==> src/rtl/tmr_pkg.sv <==
package tmr_pkg;
  localparam int CTRL_W = 11;

  localparam int B_MODE = 0;
  localparam int B_DOWN = 1;
  localparam int B_GEN  = 2;
  localparam int B_CAP  = 3;
  localparam int B_AUTO = 4;
  localparam int B_LDB  = 5;
  localparam int B_IE   = 6;
  localparam int B_RUN  = 7;
  localparam int B_FLAG = 8;
  localparam int B_PWM  = 9;
  localparam int B_ALL  = 10;

  localparam logic [1:0] SLOT_CTRL = 2'd0;
  localparam logic [1:0] SLOT_LOAD = 2'd1;
  localparam logic [1:0] SLOT_CNT  = 2'd2;

  typedef struct packed {
    logic reload;
    logic step;
    logic countDown;
  } cnt_cmd_t;
endpackage

==> src/rtl/tmr_ctrl.sv <==
module tmr_ctrl
  import tmr_pkg::*;
(
  input  logic              clk,
  input  logic              rst,
  input  logic              wrCtrl,
  input  logic [CTRL_W-1:0] wrBits,
  input  logic              atTerm,
  output logic [CTRL_W-1:0] ctrlWord,
  output cnt_cmd_t          cmd,
  output logic              irqReq
);
  logic [CTRL_W-1:0] ctrlQ;
  logic [CTRL_W-1:0] ctrlNext;
  logic              expire;

  assign expire = ctrlQ[B_RUN] && atTerm && !wrCtrl;

  always_comb begin
    cmd.reload    = (wrCtrl && wrBits[B_RUN]) || (expire && ctrlQ[B_AUTO]);
    cmd.step      = ctrlQ[B_RUN] && !atTerm && !wrCtrl;
    cmd.countDown = ctrlQ[B_DOWN];
  end

  always_comb begin
    ctrlNext = ctrlQ;
    if (wrCtrl) begin
      ctrlNext         = wrBits;
      ctrlNext[B_FLAG] = ctrlQ[B_FLAG] & ~wrBits[B_FLAG];
    end else if (expire) begin
      ctrlNext[B_FLAG] = 1'b1;
      if (!ctrlQ[B_AUTO]) ctrlNext[B_RUN] = 1'b0;
    end
  end

  always_ff @(posedge clk) begin
    if (rst) ctrlQ <= '0;
    else     ctrlQ <= ctrlNext;
  end

  assign ctrlWord = ctrlQ;
  assign irqReq   = ctrlQ[B_FLAG] & ctrlQ[B_IE];

  AST_FLAG_CLEAR: assert property (@(posedge clk) disable iff (rst)
    wrCtrl && wrBits[B_FLAG] |=> !ctrlQ[B_FLAG]);
  AST_FLAG_KEEP: assert property (@(posedge clk) disable iff (rst)
    wrCtrl && !wrBits[B_FLAG] && ctrlQ[B_FLAG] |=> ctrlQ[B_FLAG]);
  AST_EXPIRE_FLAG: assert property (@(posedge clk) disable iff (rst)
    ctrlQ[B_RUN] && atTerm && !wrCtrl |=> ctrlQ[B_FLAG]);
  AST_ONESHOT_STOP: assert property (@(posedge clk) disable iff (rst)
    ctrlQ[B_RUN] && atTerm && !wrCtrl && !ctrlQ[B_AUTO] |=> !ctrlQ[B_RUN]);
  AST_AUTO_RUNS: assert property (@(posedge clk) disable iff (rst)
    ctrlQ[B_RUN] && atTerm && !wrCtrl && ctrlQ[B_AUTO] |=> ctrlQ[B_RUN]);
endmodule

==> src/rtl/tmr_dp.sv <==
module tmr_dp
  import tmr_pkg::*;
#(
  parameter int DATA_W = 32
) (
  input  logic              clk,
  input  logic              rst,
  input  logic              wrLoad,
  input  logic [DATA_W-1:0] wrData,
  input  cnt_cmd_t          cmd,
  output logic [DATA_W-1:0] loadVal,
  output logic [DATA_W-1:0] countVal,
  output logic              atTerm
);
  logic [DATA_W-1:0] loadQ;
  logic [DATA_W-1:0] countQ;
  logic [DATA_W-1:0] stepped;

  assign stepped = cmd.countDown ? countQ - DATA_W'(1) : countQ + DATA_W'(1);
  assign atTerm  = cmd.countDown ? (countQ == '0) : (countQ == '1);

  always_ff @(posedge clk) begin
    if (rst) begin
      loadQ  <= '0;
      countQ <= '0;
    end else begin
      if (wrLoad) loadQ <= wrData;
      if (cmd.reload)    countQ <= loadQ;
      else if (cmd.step) countQ <= stepped;
    end
  end

  assign loadVal  = loadQ;
  assign countVal = countQ;

  AST_RELOAD_VALUE: assert property (@(posedge clk) disable iff (rst)
    cmd.reload |=> countQ == $past(loadQ));
  AST_HOLD_IDLE: assert property (@(posedge clk) disable iff (rst)
    !cmd.reload && !cmd.step |=> $stable(countQ));
  AST_STEP_DOWN: assert property (@(posedge clk) disable iff (rst)
    cmd.step && cmd.countDown |=> countQ == $past(countQ) - DATA_W'(1));
  AST_STEP_UP: assert property (@(posedge clk) disable iff (rst)
    cmd.step && !cmd.countDown |=> countQ == $past(countQ) + DATA_W'(1));
  AST_LOAD_KEPT: assert property (@(posedge clk) disable iff (rst)
    !wrLoad |=> $stable(loadQ));
endmodule

==> src/rtl/interval_timer.sv <==
module interval_timer
  import tmr_pkg::*;
#(
  parameter bit SINGLE_TIMER = 1'b0,
  parameter int DATA_W       = 32,
  parameter int ADDR_W       = 3
) (
  input  logic              clk,
  input  logic              rst,
  input  logic              wrEn,
  input  logic [ADDR_W-1:0] addr,
  input  logic [DATA_W-1:0] wrData,
  output logic [DATA_W-1:0] rdData,
  output logic              irq
);
  localparam int NUM_CH = SINGLE_TIMER ? 1 : 2;
  localparam int CH_AW  = ADDR_W - 2;

  logic [1:0]       slot;
  logic [CH_AW-1:0] chIdx;
  assign slot  = addr[1:0];
  assign chIdx = addr[ADDR_W-1:2];

  logic [CTRL_W-1:0] ctrlArr  [NUM_CH];
  logic [DATA_W-1:0] loadArr  [NUM_CH];
  logic [DATA_W-1:0] countArr [NUM_CH];
  logic [NUM_CH-1:0] irqVec;

  for (genvar c = 0; c < NUM_CH; c++) begin : g_ch
    cnt_cmd_t cmd;
    logic     atTerm;
    logic     hit;
    assign hit = wrEn && (chIdx == CH_AW'(c));

    tmr_ctrl u_ctrl (
      .clk      (clk),
      .rst      (rst),
      .wrCtrl   (hit && slot == SLOT_CTRL),
      .wrBits   (wrData[CTRL_W-1:0]),
      .atTerm   (atTerm),
      .ctrlWord (ctrlArr[c]),
      .cmd      (cmd),
      .irqReq   (irqVec[c])
    );

    tmr_dp #(.DATA_W(DATA_W)) u_dp (
      .clk      (clk),
      .rst      (rst),
      .wrLoad   (hit && slot == SLOT_LOAD),
      .wrData   (wrData),
      .cmd      (cmd),
      .loadVal  (loadArr[c]),
      .countVal (countArr[c]),
      .atTerm   (atTerm)
    );
  end

  always_comb begin
    rdData = '0;
    for (int c = 0; c < NUM_CH; c++) begin
      if (chIdx == CH_AW'(c)) begin
        case (slot)
          SLOT_CTRL: rdData = DATA_W'(ctrlArr[c]);
          SLOT_LOAD: rdData = loadArr[c];
          SLOT_CNT:  rdData = countArr[c];
          default:   rdData = '0;
        endcase
      end
    end
  end

  assign irq = |irqVec;

  AST_RESET_QUIET: assert property (@(posedge clk)
    $past(rst) |-> !irq);
endmodule

==> config.mk <==
export PLATFORM = sky130hd
export DESIGN_NAME = interval_timer
export DESIGN_NICKNAME = d
export VERILOG_FILES = /design/src/rtl/tmr_pkg.sv /design/src/rtl/tmr_ctrl.sv /design/src/rtl/tmr_dp.sv /design/src/rtl/interval_timer.sv
export SDC_FILE = /design/constraint.sdc
export NUM_CORES = 1
export LEC_CHECK = 0
export ABC_AREA = 1
export BUFFER_PORTS_ARGS = -buffer_cell sky130_fd_sc_hd__buf_2
export CAP_MARGIN = 15
export CORE_MARGIN = 2
export CORE_UTILIZATION = 30
export CTS_CLUSTER_SIZE = 40
export DETAILED_ROUTE_END_ITERATION = 8
export MAX_ROUTING_LAYER = met4
export PLACE_DENSITY = 0.47
export SLEW_MARGIN = 20
export SYNTH_ARGS = -nofsm -noshare
export SYNTH_HDL_FRONTEND = slang
export SYNTH_SLANG_ARGS = --single-unit
==> constraint.sdc <==
create_clock -name clk -period 2.88 [get_ports clk]
set_input_delay 0 -clock clk [delete_from_list [all_inputs] [get_ports clk]]
set_output_delay 0 -clock clk [all_outputs]
set_load 0.01 [all_outputs]
# --- Word-level counts from Yosys, hierarchy flattened ---
# Cells that the tools add are included.
word_totals:
  regBits: 150
  input_bits: 38
  out_inout_bits: 33
  elab_cells: 77
op_classes:
  add_sub_neg: 4
  n_eq_ne: 6
  mux: 17
  bitwise: 6
  n_reduce_logical: 34
ops:
  columns: ["op", "n"]
  rows:
  - ["32-bit 2-to-1 mux", 7]
  - ["32-bit one-hot mux with 3 select lines", 2]
  - ["32-bit by 1-bit adder with 32-bit output (second input constant)", 2]
  - ["32-bit == test (second input constant)", 2]
  - ["32-bit zero test", 2]
  - ["32-bit by 1-bit subtractor with 32-bit output (second input constant)", 2]
  - ["1-bit logical AND", 18]
  - ["2-bit 2-to-1 mux", 4]
  - ["2-bit nonzero test", 4]
  - ["1-bit AND", 4]
  - ["1-bit zero test", 4]
  - ["1-bit 2-to-1 mux", 4]
  - ["2-bit by 1-bit != test with 1-bit output (second input constant)", 2]
  - ["2-bit AND reduction", 2]
  - ["2-bit by 1-bit == test with 1-bit output (second input constant)", 1]
  - ["2-bit == test (second input constant)", 1]
  - ["2-bit zero test", 1]
  - ["1-bit logical OR", 2]
  - ["1-bit inverter", 2]
  - ["2-bit OR reduction", 1]

# --- Longest topological paths before layout ---
depth:
  depth_word: 8
  ltp_mapped: 16
  depth_no_buf: 16

# --- Hierarchy ---
# From an unflattened synthesis, not the netlist that was laid out.
unflattened:
  hier_cells: 2077
  hier_area_um2: 12235.5
modules_own_cells:
  columns: ["module", "n_inst", "cells_each", "area_each_um2", "seq_area_each_um2"]
  rows:
  - ["tmr_dp", 2, 805, 4906.0, 1281.2]
  - ["interval_timer", 1, 351, 1537.7, 0.0]
  - ["tmr_ctrl", 2, 58, 442.9, 220.2]

# --- Worst setup path after synthesis ---
# Ideal clock, no wire load.
synth_path:
  path_kind: "reg2reg"
  startpoint: "register g_ch[1].u_ctrl.ctrlQ[1]"
  endpoint: "register g_ch[1].u_dp.countQ[27]"
  setup_time_ns: 0.128
  arrival_ns: 2.454
  required_time_ns: 2.752
  path_slack_ns: 0.299
  path_stages_with_launch: 14
  n_path_buf: 1
  period_less_slack_ns: 2.581
  cell_sequence: "dfxtp_1 -> ha_1 -> buf_2 -> or2_2 -> nand3_1 -> nand2_1 -> nand2_1 -> nand2_1 -> nand2_1 -> nand3b_1 -> nand3_1 -> nand2_1 -> nor2_1 -> nor2_1"
synth_via:
  elab_chain_cells: 6
synth_lines:
  columns: ["item", "line", "source"]
  rows:
  - ["from (decl)", "tmr_ctrl.sv:13", "logic [CTRL_W-1:0] ctrlQ;"]
  - ["from (signal assigned)", "tmr_ctrl.sv:38", "else ctrlQ <= ctrlNext;"]
  - ["1-bit 2-to-1 mux", "tmr_dp.sv:20", "assign atTerm = cmd.countDown ? (countQ == '0) : (countQ == '1);"]
  - ["1-bit logical AND (2 in a row)", "tmr_ctrl.sv:17", "assign expire = ctrlQ[B_RUN] && atTerm && !wrCtrl;"]
  - ["1-bit logical AND", "tmr_ctrl.sv:20", "cmd.reload = (wrCtrl && wrBits[B_RUN]) || (expire && ctrlQ[B_AUTO]);"]
  - ["1-bit logical OR", "tmr_ctrl.sv:20", null]
  - ["32-bit 2-to-1 mux or 2-bit nonzero test (tied branches)", null, null]
  - ["to (signal assigned)", "tmr_dp.sv:28", "if (cmd.reload) countQ <= loadQ;"]
  - ["to (signal assigned)", "tmr_dp.sv:29", "else if (cmd.step) countQ <= stepped;"]
  - ["to (decl)", "tmr_dp.sv:16", "logic [DATA_W-1:0] countQ;"]
# Parallel ways exist; a longest one is shown, timed or not. The select of a mux whose other input is x is not followed.
# A chain may end at the register's enable or synchronous reset.

# --- Final worst setup path ---
layout_path:
  startpoint: "register g_ch[1].u_ctrl.ctrlQ[1]"
  endpoint: "register g_ch[1].u_dp.countQ[26]"
# Same word-level chain as after synthesis.

==> impl_metrics.csv <==
group,metric,value,unit
outcome,status,"completed",
yosys,ys_types,46,
die,start_util,0.3059,
setup_path,required,3170,ps
pwr,pwr-share-comb,0.110,
drt,vias,13320,
clock_network,cts_buffer_depth,2,
die,row_count,73,
yosys,yosysSeqAreaShare,0.2453,
setup_path,critPathMaxStageDelay,400,ps
clock_network,numClockSinks,150,
setup_path,start_kind,"flip-flop",
global_route,grt_pass1_wl,72.46,mm
die,coreArea,0.04001,mm^2
die,ios,71,
yosys,netlist_instances,2104,
pwr,leakagePower,6.877,nW
die,die_w,206.0,um
clock_network,clk_latency,440,ps
sta,hold_viol,0,
setup_path,path_cells,"buf_12 -> ha_1 -> nand2_1 -> nor2_1 -> nand3_1 -> nand3b_1 -> nand2_1 -> nand3_1 -> nand2_1 -> nand3_1 -> nand2_1 -> nor2_1 -> nor2_1",
clock_network,ctsHtreeMaxLevel,4,
global_route,grt_antenna_before_repair,1,
sta,maxSlewHeadroom,0.4960,
yosys,synthFlopType,"dfxtp_1",
place,io_buffers,70,
place,place.gp.congestion,0.9356,
pwr,seqPwrFrac,0.430,
pwr,peakVddDrop,0.3657,mV
sta,tns,0,ps
sta,setup_violations,0,
sta,max_freq,407.5,MHz
clock_network,clock-root-buffer,"clkbuf_16",
yosys,syn-num-nets,2204,
global_route,grt_overflow,0,
setup_path,critPathSlowestCell,"ha_1",
place,dp_hpwl,36.36,mm
pwr,swShare,0.2820,
cells_and_area,fill_cells,4487,
pwr,powerDensity,358.6,mW/mm^2
die,die_h,206.0,um
drt,drc,0,
pwr,clock_power_share,0.461,
drt,finalWirelength,47.16,mm
drt,maxUsedRoutingLayer,"met4",
pwr,power.switching,1.412,mW
setup_path,crit_fanout,34,
setup_path,cp_common_cell,"nand2_1",
drt,met1_length,22.46,mm
yosys,async_flop_share,0,
sta,rsz0062_at_grt,"false",
drt,wl_per_cell,17.41,um
clock_network,ctsResizeCount,0,
drt,antenna_left,0,
cells_and_area,syn2layout_area_growth,14.11,%
sta,period_needed,2454,ps
yosys,yosys_warnings,0,
drt,met2_length,22.14,mm
yosys,ys_ff_latch,150,
pwr,p_int,3.596,mW
min_path,hold_class,"primary input to flip-flop",
cells_and_area,layout_commonest_cell,"nand2_1",
global_route,track_usage,0.2277,
setup_path,crit_arrival,2750,ps
yosys,syn-cell-area,0.01224,mm^2
setup_path,critPathKind,"flip-flop to flip-flop",
place,preCtsSetupSlack,402.1,ps
drt,drtPass1Iterations,5,
die,dieArea,0.04243,mm^2
clock_network,cts_tree,"done",
global_route,grt_start_max_net_pins,62,
yosys,synth_edf_count,0,
drt,drtIter0Drc,1254,
sta,clock_skew,13.27,ps
clock_network,clk_pin_slew_worst_paths,70,ps
sta,maxSlewViolCount,0,
sta,setup_ws,426.0,ps
sta,worst_slew_pin_slew,754.9,ps
cells_and_area,drive_above_1_share,0.07329,
yosys,synth.avg_cell_area,5.817,um^2
sta,finalCritPeriodShare,0.8521,
clock_network,post_cts_buffers,0,
cells_and_area,fin_nets,2270,
global_route,grt_pass1_vias,12280,
run,cap_violations,0,
clock_network,cts_inserted_buffers,17,
drt,wl_met3,1.605,mm
drt,drt-vias-per-instance,4.918,
setup_path,end_kind,"flip-flop",
cells_and_area,final_cell_mix,"nand2_1 (563), nor2_1 (312), inv_1 (277), nand3_1 (221), dfxtp_1 (150)",
cells in the mapped netlist, types with 2 or more instances:
cell | count | area [um^2]
o21ai_1 | 11 | 55.05
ha_1 | 60 | 750.7
inv_2 | 5 | 18.77
a221oi_1 | 5 | 43.79
a21oi_1 | 126 | 630.6
a311oi_1 | 2 | 17.52
o211ai_1 | 3 | 22.52
clkinv_1 | 2 | 7.510
nand2_4 | 4 | 45.04
fa_1 | 2 | 40.04
nand2_2 | 9 | 56.30
clkbuf_1 | 45 | 168.9
and2_1 | 2 | 12.51
nor3_1 | 6 | 30.03
dfxtp_1 | 150 | 3003
o221ai_1 | 2 | 17.52
a31oi_1 | 22 | 137.6
a211oi_1 | 11 | 82.58
nand3_1 | 221 | 1106
buf_4 | 7 | 52.55
buf_2 | 18 | 90.09
nand4_1 | 29 | 181.4
o21ai_0 | 134 | 670.6
nor2_1 | 312 | 1171
and3_1 | 3 | 18.77
nand2_1 | 563 | 2113
nand3b_1 | 10 | 75.07
buf_6 | 10 | 112.6
nand3_2 | 3 | 30.03
nor2_8 | 3 | 60.06
xor2_1 | 28 | 245.2
inv_1 | 278 | 1044
o21bai_1 | 3 | 22.52
inv_4 | 3 | 18.77
cells by family (layout without fill, tap and decap cells):
group / Yosys count / in the layout / synth area share
buf+inv: 370 / 449 / 0.1246
compound gates: 322 / 322 / 0.1408
flops: 150 / 150 / 0.2453
xor+xnor: 29 / 29 / 0.02075
simple gates: 1171 / 1171 / 0.4039
other cells: 0 / 1 / 0
fa+ha+maj: 62 / 62 / 0.06461
worst max-delay path, delay by kind of cell (launching register included):
family / cells / cell delay (ps)
and+or+nand+nor: 11 / 1380
DFF: 1 / 330
buffers and inverters: 1 / 180
adders and majority gates: 1 / 400
worst paths after layout:
| check | slack, ps | cells past startpoint | start | endpoint |
|---|---|---|---|---|
| setup / recovery | 430 | 13 | g_ch[1].u_ctrl.ctrlWord[1] | g_ch[1].u_dp.countVal[26] |
| hold / removal | 50 | 4 | addr[2] | g_ch[0].u_ctrl.ctrlWord[1] |
| setup reg to reg | 430 | 13 | g_ch[1].u_ctrl.ctrlWord[1] | g_ch[1].u_dp.countVal[26] |
| hold reg to reg | 480 | 2 | g_ch[1].u_ctrl.ctrlWord[8] | g_ch[1].u_ctrl.ctrlWord[8] |
power by group through the flow:
stage	Combinational [mW]	Sequential (mW)	Clock [mW]
finish	0.549	2.15	2.31
global route	0.598	2.16	2.42
CTS	0.546	2.15	2.35
detailed placement	0.511	2.20	0
global placement	0.511	2.20	0
floorplan	0.313	2.19	0
sequential cells by signal (all words and copies together) (netlist names):
signal                flops
g_ch.u_ctrl.ctrlWord     22
g_ch.u_dp.countVal       64
g_ch.u_dp.loadVal        64
timing repair:
action	in CTS	in global routing
hold buffers	32	0
setup endpoints to repair	0	0
endpoints found under the hold margin	82	0
routing by layer:
metal  vias up  global-route usage
li1       6885                   -
met1      6129              0.3064
met2       263              0.3660
met3        46             0.02003
met4         0             0.06122
met5         -                   -
through the flow:
stage               hold slack [ps]  power, mW  area [um^2]  utilization  cells
finish                        51.89      5.008        13970       0.3491   2709
global route                  58.59      5.179        13970       0.3491   2709
CTS                           29.25      5.052        13960       0.3490   2708
detailed placement            259.9      2.711        13050       0.3262   2644
global placement              257.2      2.709        13050       0.3262   2644
floorplan                     134.9      2.505        12240            -   2104
area by class of cell:
cell class                 instances  area [um^2]  area share
multi-input combinational       1584         7711      0.5521
clock buffer                      18        429.2     0.03073
clock inverter                    14        162.7     0.01165
tap                              525        656.9     0.04703
inverter                         289         1097     0.07857
sequential                       150         3003      0.2150
timing repair buffer             128        903.4     0.06468
antenna                            1        2.502   0.0001792
Note: power is estimated with default switching activity, not from simulation.
